`src/rtl/pmc_pkg.sv`:
```
package pmc_pkg;

    // Field positions inside the control register
    localparam int IDL_POS = 0;
    localparam int PD_POS  = 1;
    localparam int GF0_POS = 2;
    localparam int GF1_POS = 3;
    localparam int FIELD_W = 4;

    typedef enum logic [1:0] {
        MODE_RUN   = 2'd0,
        MODE_IDLE  = 2'd1,
        MODE_PDOWN = 2'd2
    } pwr_mode_e;

    typedef struct packed {
        logic gf1;
        logic gf0;
        logic pd;
        logic idl;
    } ctrl_bits_t;

    typedef struct packed {
        logic cpu;
        logic per;
        logic osc;
    } clk_en_t;

    // Power-down outranks idle
    function automatic pwr_mode_e decode_mode(input logic idl, input logic pd);
        if (pd)       return MODE_PDOWN;
        else if (idl) return MODE_IDLE;
        else          return MODE_RUN;
    endfunction

    function automatic clk_en_t enables_for(input pwr_mode_e m);
        clk_en_t e;
        e.cpu = (m == MODE_RUN);
        e.per = (m != MODE_PDOWN);
        e.osc = (m != MODE_PDOWN);
        return e;
    endfunction

endpackage

```
`src/rtl/pmc_ctrl_reg.sv`:
```
module pmc_ctrl_reg
    import pmc_pkg::*;
(
    input  logic       clk,
    input  logic       rst,
    input  logic       wr_en,
    input  ctrl_bits_t wr_bits,
    input  logic       irq_pend,
    output ctrl_bits_t ctrl_q,
    output ctrl_bits_t ctrl_view
);

    ctrl_bits_t ctrl_d;

    always_comb begin
        ctrl_d = ctrl_q;
        if (ctrl_q.pd) begin
            ctrl_d = ctrl_q;              // only reset leaves power-down
        end else if (ctrl_q.idl) begin
            if (irq_pend) ctrl_d.idl = 1'b0;   // interrupt wakes the CPU
        end else if (wr_en) begin
            ctrl_d = wr_bits;
        end
    end

    always_ff @(posedge clk) begin
        if (rst) ctrl_q <= '0;
        else     ctrl_q <= ctrl_d;
    end

    // Reset masks the mode bits without waiting for a clock edge
    always_comb begin
        ctrl_view     = ctrl_q;
        ctrl_view.idl = ctrl_q.idl & ~rst;
        ctrl_view.pd  = ctrl_q.pd  & ~rst;
    end

    p_irq_exit_r5: assert property (@(posedge clk) disable iff (rst)
        (ctrl_q.idl && !ctrl_q.pd && irq_pend) |=> !ctrl_q.idl);

    p_pd_sticky_r7: assert property (@(posedge clk) disable iff (rst)
        ctrl_q.pd |=> ctrl_q.pd && $stable(ctrl_q));

    p_run_irq_r8: assert property (@(posedge clk) disable iff (rst)
        (!ctrl_q.idl && !ctrl_q.pd && !wr_en) |=> $stable(ctrl_q));

    p_gp_keep_r9: assert property (@(posedge clk) disable iff (rst)
        (ctrl_q.idl || ctrl_q.pd) |=> $stable({ctrl_q.gf1, ctrl_q.gf0}));

    p_lp_write_r10: assert property (@(posedge clk) disable iff (rst)
        (ctrl_q.idl && !irq_pend) |=> $stable(ctrl_q));

endmodule

```
`src/rtl/pmc_mode_decode.sv`:
```
module pmc_mode_decode
    import pmc_pkg::*;
(
    input  logic      idl,
    input  logic      pd,
    output pwr_mode_e mode,
    output clk_en_t   en
);

    always_comb begin
        mode = decode_mode(idl, pd);
        en   = enables_for(mode);
    end

endmodule

```
`src/rtl/pmc_top.sv`:
```
module pmc_top
    import pmc_pkg::*;
#(
    parameter int CTRL_W = 8
) (
    input  logic              clk,
    input  logic              rst,
    input  logic              wr_en,
    input  logic [CTRL_W-1:0] wr_data,
    input  logic              irq_pend,
    output logic [CTRL_W-1:0] rd_data,
    output logic              cpu_clk_en,
    output logic              per_clk_en,
    output logic              osc_run,
    output logic [1:0]        pwr_mode
);

    ctrl_bits_t wr_bits;
    ctrl_bits_t ctrl_q;
    ctrl_bits_t ctrl_view;
    pwr_mode_e  mode;
    clk_en_t    en;
    logic       unused_wr_hi;

    assign wr_bits.idl  = wr_data[IDL_POS];
    assign wr_bits.pd   = wr_data[PD_POS];
    assign wr_bits.gf0  = wr_data[GF0_POS];
    assign wr_bits.gf1  = wr_data[GF1_POS];
    assign unused_wr_hi = ^wr_data;

    pmc_ctrl_reg u_reg (
        .clk       (clk),
        .rst       (rst),
        .wr_en     (wr_en),
        .wr_bits   (wr_bits),
        .irq_pend  (irq_pend),
        .ctrl_q    (ctrl_q),
        .ctrl_view (ctrl_view)
    );

    pmc_mode_decode u_dec (
        .idl  (ctrl_view.idl),
        .pd   (ctrl_view.pd),
        .mode (mode),
        .en   (en)
    );

    always_comb begin
        rd_data          = '0;
        rd_data[IDL_POS] = ctrl_view.idl;
        rd_data[PD_POS]  = ctrl_view.pd;
        rd_data[GF0_POS] = ctrl_view.gf0;
        rd_data[GF1_POS] = ctrl_view.gf1;
    end

    assign cpu_clk_en = en.cpu;
    assign per_clk_en = en.per;
    assign osc_run    = en.osc;
    assign pwr_mode   = mode;

    p_idle_gates_r2: assert property (@(posedge clk) disable iff (rst)
        (ctrl_q.idl && !ctrl_q.pd) |-> (!cpu_clk_en && per_clk_en && osc_run));

    p_pd_freeze_r3: assert property (@(posedge clk) disable iff (rst)
        ctrl_q.pd |-> (!cpu_clk_en && !per_clk_en && !osc_run));

    p_rst_restore_r6: assert property (@(posedge clk)
        rst |-> (cpu_clk_en && osc_run && rd_data[1:0] == 2'b00));

    p_upper_zero_r11: assert property (@(posedge clk)
        rd_data[CTRL_W-1:FIELD_W] == '0);

endmodule

```
`config.mk`:
```
export PLATFORM = sky130hd
export DESIGN_NAME = pmc_top
export DESIGN_NICKNAME = d
export VERILOG_FILES = /design/src/rtl/pmc_pkg.sv /design/src/rtl/pmc_ctrl_reg.sv /design/src/rtl/pmc_mode_decode.sv /design/src/rtl/pmc_top.sv
export SDC_FILE = /design/constraint.sdc
export NUM_CORES = 1
export LEC_CHECK = 0
export BUFFER_PORTS_ARGS = -buffer_cell sky130_fd_sc_hd__buf_2
export CAP_MARGIN = 10
export CELL_PAD_IN_SITES_DETAIL_PLACEMENT = 1
export CELL_PAD_IN_SITES_GLOBAL_PLACEMENT = 1
export CORE_AREA = 3 3 40 42
export DETAILED_ROUTE_END_ITERATION = 6
export DIE_AREA = 0 0 43 45
export GPL_TIMING_DRIVEN = 0
export PLACE_DENSITY_LB_ADDON = 0.1
export SYNTH_ARGS = -nofsm -noshare
export SYNTH_HDL_FRONTEND = slang
export SYNTH_HIERARCHICAL = 1
export SYNTH_SLANG_ARGS = --single-unit
export TNS_END_PERCENT = 5
```
`constraint.sdc`:
```
create_clock -name clk -period 1.86 [get_ports clk]
set_clock_uncertainty 0.1 [all_clocks]
set_input_delay 0.186 -clock clk [delete_from_list [all_inputs] [get_ports clk]]
set_output_delay 0.186 -clock clk [all_outputs]
set_load 0.05 [all_outputs]
```
==> results by group <==
Route
  – Initial drt markers: 2
  – DR WL/cell: 8.94 um
  – DRC Markers: 0
  – Total wire length: 617 um
  – Via count: 267
  – Via density: 3.87
  – Post-route ant nets: 0
  – 1st-pass router iterations: 4

Place
  – DP HPWL: 539 um
  – Placed cell area: 408 sq um
  – PortBufs: 16
  – Placed insts: 66
  – Routability cong.: 0.593

Yosys
  – Register area share after synthesis: 27.6%
  – Synth Cell Area: 290 sq um
  – Ys Warns: 6
  – Yosys cell types: 13
  – Flops & latches, synth: 4
  – Synth Area per Inst: 9.07 sq um
  – Cells after Synth: 32

Cells and area
  – Multi-input gate area: 158 sq um
  – Most flop-heavy register: u_reg/ctrl_q
  – Most used cells in the layout excluding fill and tap cells: buf_2 (16), buf_4 (8), conb_1 (4), nand2b_1 (4), dfxtp_1 (4)
  – Largest register FFs: 4
  – Final #Nets: 68
  – Synth-to-layout area growth: 48.3%
  – Commonest non-fill, non-tap cell in the layout: buf_2
  – Register Area: 80.1 sq um
  – Ant. Diodes: 0
  – Biggest regs: u_reg/ctrl_q x4
  – Fraction of layout cells with a size suffix above 1: 61.1%
  – Fin area: 430 sq um
  – Final cell count without fillers: 69
  – Fill count: 161

STA
  – RSZ-0062 raised after global routing: false
  – Final setup fails: 0
  – Slew Limit Fails: 0
  – Minimum clock period: 1.64 ns
  – Max Fclk: 0.610 GHz
  – Final period utilization: 88.2%
  – WHS: 0.0555 ns
  – Hold Vio Cnt, Final: 0

Worst setup path
  – CP Capture Type: output pin
  – Slowest stage delay, CP: 0.41 ns
  – Critical path class: reg2out
  – Critical path arrival: 1.35 ns
  – Crit path cell chain: inv_1, nor2_2, inv_1, buf_4, buf_2
  – Slowest CP cell: dfxtp_1
  – Crit path top cell by count: inv_1
  – Critical Path RT: 1.57 ns
  – Worst setup SP type: register
  – Worst Path Buf+Inv: 4
  – CP top delay family: buffers and inverters
  – Critical Path Fanout Max: 5

Global route
  – Final global-route overflow total: 0
  – Met3 Resource Use GR: 1.59%
  – Global routing usage on met2: 11.4%
  – Vias in the first global route: 282
  – Total GRT Usage: 7.08%
  – GRT met1 Usage: 8.92%
  – Largest net degree at the start of global routing: 9
  – First-pass GRT wire length: 1.07 mm
  – GR peak layer: met2
  – Initial antenna violation count: 0

Pwr
  – Comb pwr share: 37.5%
  – P_int: 0.206 mW
  – Power Density: 749 mW/mm^2
  – Clock Power Share: 31.8%
  – Static leakage: 0.228 nW
  – Reg power frac: 30.7%
  – Switching Share: 36.2%
  – Worst-case vdd ir drop: 0.228 mV
  – NetSw: 0.117 mW

Clock network
  – TritonCTS Sinks: 4
  – H-tree depth: 1
  – TritonCTS clock tree: done
  – # Post-CTS Setup Buffers: 0
  – Root buf cell: clkbuf_4
  – Post-cts resize count: 0
  – Cts bufs inserted: 3
  – Clock Latency Late Sink: 0.22 ns
  – Hold buffer count at cts: 0
  – Clock transition at path regs: 0.03 ns
  – Clk buf depth: 2

Floorplan
  – Top Ports: 25
  – Core Area: 0.00128 sq mm
  – Die area: 0.00194 sq mm
  – # rows: 13
  – Die height: 45 um
  – Die Wd: 43 um
  – Initial Util: 22.6%

Run
  – Max-cap violations: 0

Min path
  – Hold Path Class: in2reg

Status
  – Status: finished, final reports clean
metal layers:
layer  share of wire, %  up-vias
li1                   -      133
met1                 40      118
met2                 47       16
met3                 12        0
met4                  0        0
met5                  0        -
kinds of logic (layout without fill, tap and decap cells):
group / count (synthesis) / count (layout) / share of synthesized area [%]
simple gates: 12 / 12 / 32.8
buf+inv: 11 / 30 / 24.6
flops: 4 / 4 / 27.6
compound gates: 2 / 2 / 6.89
mux: 2 / 2 / 6.90
other cells: 1 / 4 / 1.29
synthesized netlist by cell type:
| cell type | n | area, sq um |
|---|---|---|
| nor2_1 | 3 | 11.3 |
| nor2b_1 | 2 | 12.5 |
| nor3b_4 | 1 | 18.8 |
| nand3b_1 | 1 | 7.51 |
| a221oi_2 | 1 | 15.0 |
| dfxtp_1 | 4 | 80.1 |
| buf_4 | 8 | 60.1 |
| inv_1 | 3 | 11.3 |
| nand3b_4 | 1 | 20.0 |
| a21oi_1 | 1 | 5.00 |
| mux2i_1 | 2 | 20.0 |
| conb_1 | 1 | 3.75 |
| nand2b_1 | 4 | 25.0 |
final timing paths:
path / from / endpoint / slack [ns] / cells after the start
setup reg to reg: u_reg/ctrl_q[1]$_SDFF_PP0_ / u_reg/ctrl_q[0]$_SDFFE_PP0N_ / 0.89 / 2
hold / removal: irq_pend / u_reg/ctrl_q[0]$_SDFFE_PP0N_ / 0.06 / 2
setup / recovery: u_reg/ctrl_q[1]$_SDFF_PP0_ / per_clk_en / 0.22 / 5
hold reg to reg: u_reg/ctrl_q[2]$_SDFFE_PP0P_ / u_reg/ctrl_q[2]$_SDFFE_PP0P_ / 0.37 / 2
worst reg2reg max path, stage by stage (launching register included):
cell,delay [ns]
dfxtp_1,0.35
nand3b_4,0.17
a221oi_2,0.26
layout make-up:
cell class | instances | area share [%]
plain buffers | 8 | 14.0
clock buffers | 3 | 5.23
inverters | 3 | 2.62
multi-input cells | 20 | 36.6
flip-flops and latches | 4 | 18.6
well taps | 15 | 4.36
repair buffers | 16 | 18.6
stage by stage:
stage	util (%)	TNS (ns)	power, mW	setup WS [ns]
global route	33.5	0	0.342	0.0815
finish	33.5	0	0.322	0.219
CTS	33.5	0	0.329	0.196
global placement	31.7	0	0.220	0.482
floorplan	-	-0.141	0.196	-0.141
detailed placement	31.7	0	0.222	0.448
power groups by stage:
stage               sequential, mW  clock (mW)  combinational, mW
floorplan                   0.0992           0             0.0971
global placement             0.100           0              0.120
detailed placement           0.101           0              0.121
CTS                         0.0993       0.108              0.121
global route                 0.100       0.114              0.128
finish                      0.0991       0.103              0.121
Power figures use the tool's default switching activity.
